--- src/rtl/ioreg_pkg.sv ---
// Package: shared constants for the bit-addressable I/O register space.
// Assumes an 8-bit data path and a 64-entry port-view address space.
package ioreg_pkg;
    localparam int DW        = 8;
    localparam int IO_AW     = 6;
    localparam int MEM_AW    = 7;
    localparam int IO_DEPTH  = 1 << IO_AW;
    localparam int BIT_SPAN  = 32;           // bit operations allowed below this
    localparam int BIT_IW    = $clog2(DW);

    localparam logic [IO_AW-1:0] SREG_ADDR = 6'h3F;

    // status byte bit positions (order is architectural)
    localparam int SB_I = 7;
    localparam int SB_T = 6;

    typedef enum logic [1:0] {
        BOP_SET  = 2'd0,
        BOP_CLR  = 2'd1,
        BOP_SKS  = 2'd2,
        BOP_SKC  = 2'd3
    } bop_kind_e;
endpackage

--- src/rtl/ioreg_view_map.sv ---
// Module: ioreg_view_map
// Translates a port-view or memory-view address into a port address plus hit.
// Assumes the memory window starts at MEM_OFS and spans IO_DEPTH bytes.
module ioreg_view_map
    import ioreg_pkg::*;
#(
    parameter int MEM_OFS = 32
) (
    input  logic              valid_i,
    input  logic              is_mem_i,
    input  logic [MEM_AW-1:0] addr_i,
    output logic [IO_AW-1:0]  port_o,
    output logic              hit_o
);
    localparam int MEM_TOP = MEM_OFS + IO_DEPTH;

    logic [MEM_AW-1:0] shifted;

    // Purpose: subtract the window offset and range-check the chosen view.
    always_comb begin
        shifted = addr_i - MEM_AW'(MEM_OFS);
        if (is_mem_i) begin
            port_o = shifted[IO_AW-1:0];
            hit_o  = valid_i && (int'(addr_i) >= MEM_OFS) && (int'(addr_i) < MEM_TOP);
        end else begin
            port_o = addr_i[IO_AW-1:0];
            hit_o  = valid_i && (int'(addr_i) < IO_DEPTH);
        end
    end
endmodule

--- src/rtl/ioreg_sel_dec.sv ---
// Module: ioreg_sel_dec
// One-hot register select from a port address; used for byte and bit paths.
// Assumes all register addresses given by parameters are distinct.
module ioreg_sel_dec
    import ioreg_pkg::*;
#(
    parameter int NUM_GP    = 4,
    parameter int FLAG_ADDR = 8,
    parameter int HI_ADDR   = 48
) (
    input  logic              en_i,
    input  logic [IO_AW-1:0]  addr_i,
    output logic [NUM_GP-1:0] gp_sel_o,
    output logic              hi_sel_o,
    output logic              flag_sel_o,
    output logic              sreg_sel_o
);
    // Purpose: one compare per low data register.
    for (genvar g = 0; g < NUM_GP; g++) begin : g_gp
        assign gp_sel_o[g] = en_i && (addr_i == IO_AW'(g));
    end

    // Purpose: compares for the fixed-function registers.
    always_comb begin
        hi_sel_o   = en_i && (addr_i == IO_AW'(HI_ADDR));
        flag_sel_o = en_i && (addr_i == IO_AW'(FLAG_ADDR));
        sreg_sel_o = en_i && (addr_i == SREG_ADDR);
    end
endmodule

--- src/rtl/ioreg_flag_bank.sv ---
// Module: ioreg_flag_bank
// Peripheral event flags: set by pulses, cleared by writing ones.
// Assumes a set pulse in the same cycle as a clear must leave the flag set.
module ioreg_flag_bank #(
    parameter int FLAG_W = 6
) (
    input  logic              clk,
    input  logic              rst_n,
    input  logic              wr_i,
    input  logic [FLAG_W-1:0] wdata_i,
    input  logic [FLAG_W-1:0] set_i,
    output logic [FLAG_W-1:0] flags_o
);
    logic [FLAG_W-1:0] clr_mask;

    // Purpose: ones in the written data become the clear mask.
    always_comb clr_mask = wr_i ? wdata_i : '0;

    // Purpose: flag storage, set dominating clear.
    always_ff @(posedge clk) begin
        if (!rst_n) flags_o <= '0;
        else        flags_o <= (flags_o & ~clr_mask) | set_i;
    end
endmodule

--- src/rtl/ioreg_status.sv ---
// Module: ioreg_status
// Status byte with interrupt-enable and bit-copy hooks.
// Assumes priority for I: entry strobe > return strobe > software write,
// and for T: bit-store strobe > software write.
module ioreg_status
    import ioreg_pkg::*;
(
    input  logic          clk,
    input  logic          rst_n,
    input  logic          wr_i,
    input  logic [DW-1:0] wdata_i,
    input  logic          irq_take_i,
    input  logic          reti_i,
    input  logic          bst_we_i,
    input  logic          bst_val_i,
    output logic [DW-1:0] sreg_o
);
    logic [DW-1:0] nxt;

    // Purpose: layer the update sources from lowest to highest priority.
    always_comb begin
        nxt = wr_i ? wdata_i : sreg_o;
        if (bst_we_i)   nxt[SB_T] = bst_val_i;
        if (reti_i)     nxt[SB_I] = 1'b1;
        if (irq_take_i) nxt[SB_I] = 1'b0;
    end

    // Purpose: status byte storage.
    always_ff @(posedge clk) begin
        if (!rst_n) sreg_o <= '0;
        else        sreg_o <= nxt;
    end
endmodule

--- src/rtl/ioreg_space.sv ---
// Module: ioreg_space (top)
// I/O register space with port and memory views, bit operations in the low
// 32 addresses by read-modify-write, write-one-to-clear flags and status byte.
// Assumes FLAG_W <= 8, FLAG_ADDR and NUM_GP-1 below 0x20 for bit access,
// and at most one byte access and one bit operation per cycle.
module ioreg_space
    import ioreg_pkg::*;
#(
    parameter int NUM_GP    = 4,
    parameter int FLAG_ADDR = 8,
    parameter int FLAG_W    = 6,
    parameter int HI_ADDR   = 48,
    parameter int MEM_OFS   = 32
) (
    input  logic              clk,
    input  logic              rst_n,
    input  logic              acc_valid,
    input  logic              acc_is_mem,
    input  logic [6:0]        acc_addr,
    input  logic              acc_we,
    input  logic [7:0]        acc_wdata,
    output logic [7:0]        acc_rdata,
    output logic              acc_hit,
    input  logic              bop_valid,
    input  logic [1:0]        bop_kind,
    input  logic [5:0]        bop_addr,
    input  logic [2:0]        bop_bit,
    output logic              bop_skip,
    output logic              bop_illegal,
    input  logic [FLAG_W-1:0] flag_set,
    input  logic              irq_req,
    input  logic              irq_take,
    input  logic              reti,
    input  logic              bst_we,
    input  logic              bst_val,
    output logic              t_bit,
    output logic              irq_out,
    output logic [7:0]        sreg_out
);
    logic [IO_AW-1:0]  acc_port;
    logic              bop_legal;
    logic [NUM_GP-1:0] a_gp, b_gp;
    logic              a_hi, a_flag, a_sreg;
    logic              b_hi, b_flag, b_sreg;
    logic [DW-1:0]     gp_q [NUM_GP];
    logic [DW-1:0]     hi_q;
    logic [FLAG_W-1:0] flag_val;
    logic [DW-1:0]     flag_byte;
    logic [DW-1:0]     sreg_q;
    logic [DW-1:0]     rd_b;
    logic [DW-1:0]     bit_mask;
    logic [DW-1:0]     bop_mod;
    logic              bop_wr;
    logic              acc_wr;
    logic [DW-1:0]     wr_data;
    logic [NUM_GP-1:0] gp_we;
    logic              hi_we, flag_we, sreg_we;
    logic [NUM_GP*DW-1:0] gp_flat;

    // Purpose: translate the byte-access address into the port view.
    ioreg_view_map #(.MEM_OFS(MEM_OFS)) u_view (
        .valid_i (acc_valid),
        .is_mem_i(acc_is_mem),
        .addr_i  (acc_addr),
        .port_o  (acc_port),
        .hit_o   (acc_hit)
    );

    // Purpose: bit operations are legal only in the lower 32 locations.
    always_comb begin
        bop_legal   = bop_valid && (int'(bop_addr) < BIT_SPAN);
        bop_illegal = bop_valid && !bop_legal;
    end

    // Purpose: register select for the byte access.
    ioreg_sel_dec #(.NUM_GP(NUM_GP), .FLAG_ADDR(FLAG_ADDR), .HI_ADDR(HI_ADDR)) u_dec_a (
        .en_i      (acc_hit),
        .addr_i    (acc_port),
        .gp_sel_o  (a_gp),
        .hi_sel_o  (a_hi),
        .flag_sel_o(a_flag),
        .sreg_sel_o(a_sreg)
    );

    // Purpose: register select for the bit operation.
    ioreg_sel_dec #(.NUM_GP(NUM_GP), .FLAG_ADDR(FLAG_ADDR), .HI_ADDR(HI_ADDR)) u_dec_b (
        .en_i      (bop_legal),
        .addr_i    (bop_addr),
        .gp_sel_o  (b_gp),
        .hi_sel_o  (b_hi),
        .flag_sel_o(b_flag),
        .sreg_sel_o(b_sreg)
    );

    // Purpose: flag register read value with reserved bits forced to zero.
    always_comb flag_byte = DW'(flag_val);

    // Purpose: read multiplexers for the byte path and the bit path.
    always_comb begin
        acc_rdata = '0;
        rd_b      = '0;
        for (int i = 0; i < NUM_GP; i++) begin
            if (a_gp[i]) acc_rdata = acc_rdata | gp_q[i];
            if (b_gp[i]) rd_b      = rd_b | gp_q[i];
        end
        if (a_hi)   acc_rdata = acc_rdata | hi_q;
        if (a_flag) acc_rdata = acc_rdata | flag_byte;
        if (a_sreg) acc_rdata = acc_rdata | sreg_q;
        if (b_hi)   rd_b      = rd_b | hi_q;
        if (b_flag) rd_b      = rd_b | flag_byte;
        if (b_sreg) rd_b      = rd_b | sreg_q;
    end

    // Purpose: bit modify and skip evaluation on the bit-path read value.
    always_comb begin
        bit_mask = DW'(1) << bop_bit;
        bop_wr   = 1'b0;
        bop_skip = 1'b0;
        bop_mod  = rd_b;
        if (bop_legal) begin
            case (bop_kind)
                BOP_SET: begin bop_mod = rd_b | bit_mask;  bop_wr = 1'b1; end
                BOP_CLR: begin bop_mod = rd_b & ~bit_mask; bop_wr = 1'b1; end
                BOP_SKS: bop_skip = rd_b[bop_bit];
                default: bop_skip = !rd_b[bop_bit];
            endcase
        end
    end

    // Purpose: a bit write takes the write port; a plain write then drops.
    always_comb begin
        acc_wr  = acc_hit && acc_we && !bop_wr;
        wr_data = bop_wr ? bop_mod : acc_wdata;
        for (int i = 0; i < NUM_GP; i++)
            gp_we[i] = bop_wr ? b_gp[i] : (acc_wr && a_gp[i]);
        hi_we   = acc_wr && a_hi;  // not bit-reachable
        flag_we = bop_wr ? b_flag : (acc_wr && a_flag);
        sreg_we = acc_wr && a_sreg; // not bit-reachable
    end

    // Purpose: low data registers standing in for peripheral registers.
    for (genvar g = 0; g < NUM_GP; g++) begin : g_gpreg
        always_ff @(posedge clk) begin
            if (!rst_n)        gp_q[g] <= '0;
            else if (gp_we[g]) gp_q[g] <= wr_data;
        end
        assign gp_flat[g*DW +: DW] = gp_q[g];
    end

    // Purpose: high data register outside the bit-operable range.
    always_ff @(posedge clk) begin
        if (!rst_n)     hi_q <= '0;
        else if (hi_we) hi_q <= wr_data;
    end

    // Purpose: write-one-to-clear peripheral flags.
    ioreg_flag_bank #(.FLAG_W(FLAG_W)) u_flags (
        .clk    (clk),
        .rst_n  (rst_n),
        .wr_i   (flag_we),
        .wdata_i(wr_data[FLAG_W-1:0]),
        .set_i  (flag_set),
        .flags_o(flag_val)
    );

    // Purpose: status byte with interrupt and bit-copy hooks.
    ioreg_status u_sreg (
        .clk       (clk),
        .rst_n     (rst_n),
        .wr_i      (sreg_we),
        .wdata_i   (wr_data),
        .irq_take_i(irq_take),
        .reti_i    (reti),
        .bst_we_i  (bst_we),
        .bst_val_i (bst_val),
        .sreg_o    (sreg_q)
    );

    // Purpose: core-facing status outputs.
    always_comb begin
        sreg_out = sreg_q;
        t_bit    = sreg_q[SB_T];
        irq_out  = irq_req && sreg_q[SB_I];
    end
endmodule

--- config.mk ---
export PLATFORM = sky130hd
export DESIGN_NAME = ioreg_space
export DESIGN_NICKNAME = d
export VERILOG_FILES = /design/src/rtl/ioreg_pkg.sv /design/src/rtl/ioreg_view_map.sv /design/src/rtl/ioreg_sel_dec.sv /design/src/rtl/ioreg_flag_bank.sv /design/src/rtl/ioreg_status.sv /design/src/rtl/ioreg_space.sv
export SDC_FILE = /design/constraint.sdc
export NUM_CORES = 1
export LEC_CHECK = 0
export BUFFER_PORTS_ARGS = -buffer_cell sky130_fd_sc_hd__buf_2
export CAP_MARGIN = 15
export CORE_ASPECT_RATIO = 1.75
export CORE_MARGIN = 2
export CORE_UTILIZATION = 50
export DETAILED_ROUTE_END_ITERATION = 6
export HOLD_SLACK_MARGIN = 0.06
export PLACE_DENSITY = 0.72
export SYNTH_ARGS = -nofsm -noshare
export SYNTH_HDL_FRONTEND = slang
export SYNTH_SLANG_ARGS = --single-unit
--- constraint.sdc ---
create_clock -name clk -period 5.76 [get_ports clk]
set_input_delay 1.152 -clock clk [delete_from_list [all_inputs] [get_ports clk]]
set_output_delay 1.152 -clock clk [all_outputs]
set_load 0.02 [all_outputs]
==> summary.md <==
| Metric | Value |
|---|---|
| Starting DRT DRC Count | 248 |
| Post-synthesis average cell area | 9.49 µm² |
| Yosys cell types | 56 |
| Clock transition at path regs | 0.09 ns |
| Max cap viols | 0 |
| Relative max-transition margin | 0.412 |
| Dpl hpwl | 7.40 mm |
| H-tree depth | 2 |
| Worst Tran Pin Value | 0.858 ns |
| Most frequent cells in the layout | nor2_1 (64), buf_2 (63), edfxtp_1 (32) |
| DRC | 1 |
| Port buffer count | 63 |
| Dominant synthesized flop cell | edfxtp_1 |
| Leakage power | 1.42 nW |
| Die width | 64.7 µm |
| Post-synthesis simple-gate area fraction | 0.226 |
| Cell Area, Synth | 3230 µm² |
| Post-CTS Resized | 0 |
| CTS sink count | 54 |
| Worst Setup End Kind | output pin |
| Site Rows | 38 |
| Detailed Route WL | 9.58 mm |
| Most common cell after layout, fill and taps aside | nor2_1 |
| Final hold vios | 0 |
| Sequential area share after synthesis | 0.434 |
| Setup TNS | 0 ns |
| ANT nets after route | 0 |
| Hold Crit Start | hi_q[1] |
| Clock Path Buffers | 2 |
| Worst Hold Endpoint | hi_q[1] |
| EDFF count, synth | 32 |
| Chip height | 110 µm |
| Root buf cell | clkbuf_8 |
| WP data required | 4.61 ns |
| Setup CP Type | in -> out |
| Setup Fix Bufs, Post-CTS | 0 |
| Critical path startpoint category | input port |
| PwrDens | 208 nW/µm² |
| Vias/cell | 6.16 |
| GRT Total Usage | 0.283 |
| Async SR Flop Fraction | 0 |
| ANT cells | 0 |
| CP Data Arrival Time | 3.36 ns |
| Hold Path Class | reg -> reg |
| Synth Instances | 340 |
| Crit path max fanout | 7 |
| Outcome | finished with violations |
| Ys Warns | 0 |
| Mapped Nets | 383 |
| R2r endpoint | gp_q[0][5] |
| FF-to-FF path depth | 6 |
| Total global routing overflow | 0 |
| GPL Wtd Cong | 0.934 |
| # IOs | 64 |
| Min cycle time layout | 4.51 ns |
| Compound-Gate Fraction of Synth Area | 0.174 |
| Layout cells sized above 1 | 0.233 |
| Final core utilization | 0.582 |
| Worst r2r src | gp_q[2][5] |
| Final period util | 0.782 |
| Synth Register Bits | 54 |
| Post-Synth Adder-Cell Area | 0 |
| Final #Nets | 430 |
| R2R Setup Slk | 3.29 ns |
| Initial antenna violation count | 0 |
| Maximum VDD drop | 0.000182 V |
| Worst hold path depth | 2 |
| Failing checks | DRC |
| # hold bufs at CTS | 0 |
| TritonCTS clock tree | yes |
| WL/cell | 20.5 µm |
| Vias | 2876 |
| Die ar. | 7140 µm² |
| Largest family of logic cells by synthesized area | simple AND/OR/NAND/NOR gates |
| Vias in the first global route | 2725 |
| Initial core utilization | 0.518 |
| Post-route cell area | 3630 µm² |
| Setup-failing EPs final | 0 |
| Core area | 6230 µm² |
| 1st-pass router iterations | 7 |
| Proportion of synthesized area in mux cells | 0.115 |
| Clk Latency, worst-skew pair | 0.31 ns |
| Fmax | 0.222 GHz |
| Area growth syn-to-layout | 12.4% |
| RSZ-0062 raised after global routing | false |
| Largest net degree at the start of global routing | 25 |
| CTS buffer count | 5 |
| Final Skew | 0.00605 ns |
| Max-slew violations | 0 |
| First-pass GRT wire length | 14.5 mm |
| Placed inst area | 3550 µm² |
| Xor and xnor fraction of the mapped netlist area | 0.00543 |
[worst max-delay path by stage]
stage | start | endpoint | depth (start not counted)
after floorplan | bop_addr[5] | bop_skip | 6
after global placement | bop_addr[5] | bop_skip | 8
after detailed placement | bop_addr[5] | bop_skip | 8
after CTS | bop_addr[5] | bop_skip | 8
after global routing | bop_addr[5] | bop_skip | 8
final | bop_addr[5] | bop_skip | 8
[area by class of cell]
type                            count  area [µm²]
Clock buffer                        7        76.3
Multi-Input combinational cell    251        1680
Tap cell                           80         100
Sequential cell                    54        1400
Fill cell                         588        2600
Inverter                           10        37.5
Timing Repair Buffer               65         330
[worst max-delay path, stage by stage]
cell,delay (ns)
buf_2,0.13
or4b_4,0.58
or3_4,0.38
o22a_1,0.24
and3_1,0.18
nor4_2,0.30
mux2i_1,0.21
buf_2,0.18
[synth_stat cells (2+ instances only)]
cell type / instances / area share
a211oi_1: 11 / 0.026
a21oi_1: 9 / 0.014
a222oi_1: 8 / 0.025
a22oi_1: 7 / 0.016
a311o_1: 2 / 0.0062
a31o_2: 2 / 0.0054
a31oi_1: 6 / 0.012
and2_1: 4 / 0.0078
and3_1: 3 / 0.0058
and3b_1: 2 / 0.0054
and4_1: 2 / 0.0054
buf_2: 4 / 0.0062
buf_4: 2 / 0.0047
clkbuf_1: 19 / 0.022
dfxtp_1: 22 / 0.14
edfxtp_1: 32 / 0.30
inv_1: 10 / 0.012
mux2_2: 5 / 0.017
mux2i_1: 18 / 0.056
mux4_2: 6 / 0.042
nand2_1: 23 / 0.027
nand2b_1: 5 / 0.0097
nand3_1: 13 / 0.020
nand3b_1: 3 / 0.0070
nor2_1: 64 / 0.074
nor2b_1: 2 / 0.0039
nor3_1: 3 / 0.0047
nor3b_1: 5 / 0.012
o211ai_1: 2 / 0.0047
o21ai_0: 10 / 0.016
o21ai_1: 3 / 0.0047
o22ai_1: 5 / 0.0097
o31a_1: 2 / 0.0054
or2_2: 2 / 0.0039
or3b_1: 2 / 0.0054
xnor2_1: 2 / 0.0054
[layer usage]
layer,global-route usage,vias up,part of all wire
met5,0,-,0
met3,0.0315,22,0.051
met4,0.163,0,0.047
met2,0.524,108,0.54
li1,-,1370,-
met1,0.307,1376,0.36
[cell families after synthesis]
group                  count (synthesis)
buffers and inverters                 35
AND/OR/NAND/NOR                      144
flip-flops                            54
XOR/XNOR                               2
multiplexers                          29
AO/OA/AOI/OAI                         76
[sequential cells by signal, indices dropped and copies added (netlist names)]
signal / cells
gp_q: 32
u_flags.flags_o: 6
u_sreg.sreg_o: 8
hi_q: 8
[power by group]
part	leakage, nW	switching (W)	internal [W]
logic	0.902	0.0000736	0.0000453
registers	0.483	0.0000124	0.000423
clock network	0.0383	0.000116	0.0000840
[stage by stage]
stage	power, W	setup slack, ns	hold WS [ns]	std cells
3_5_place_dp	0.000563	1.27	0.465	460
2_1_floorplan	0.000512	1.44	0.450	340
3_3_place_gp	0.000561	1.29	0.463	460
4_1_cts	0.000757	1.26	0.480	467
6_report	0.000755	1.25	0.479	467
5_1_grt	0.000782	1.11	0.497	467
(Power assumes the default switching activity.)
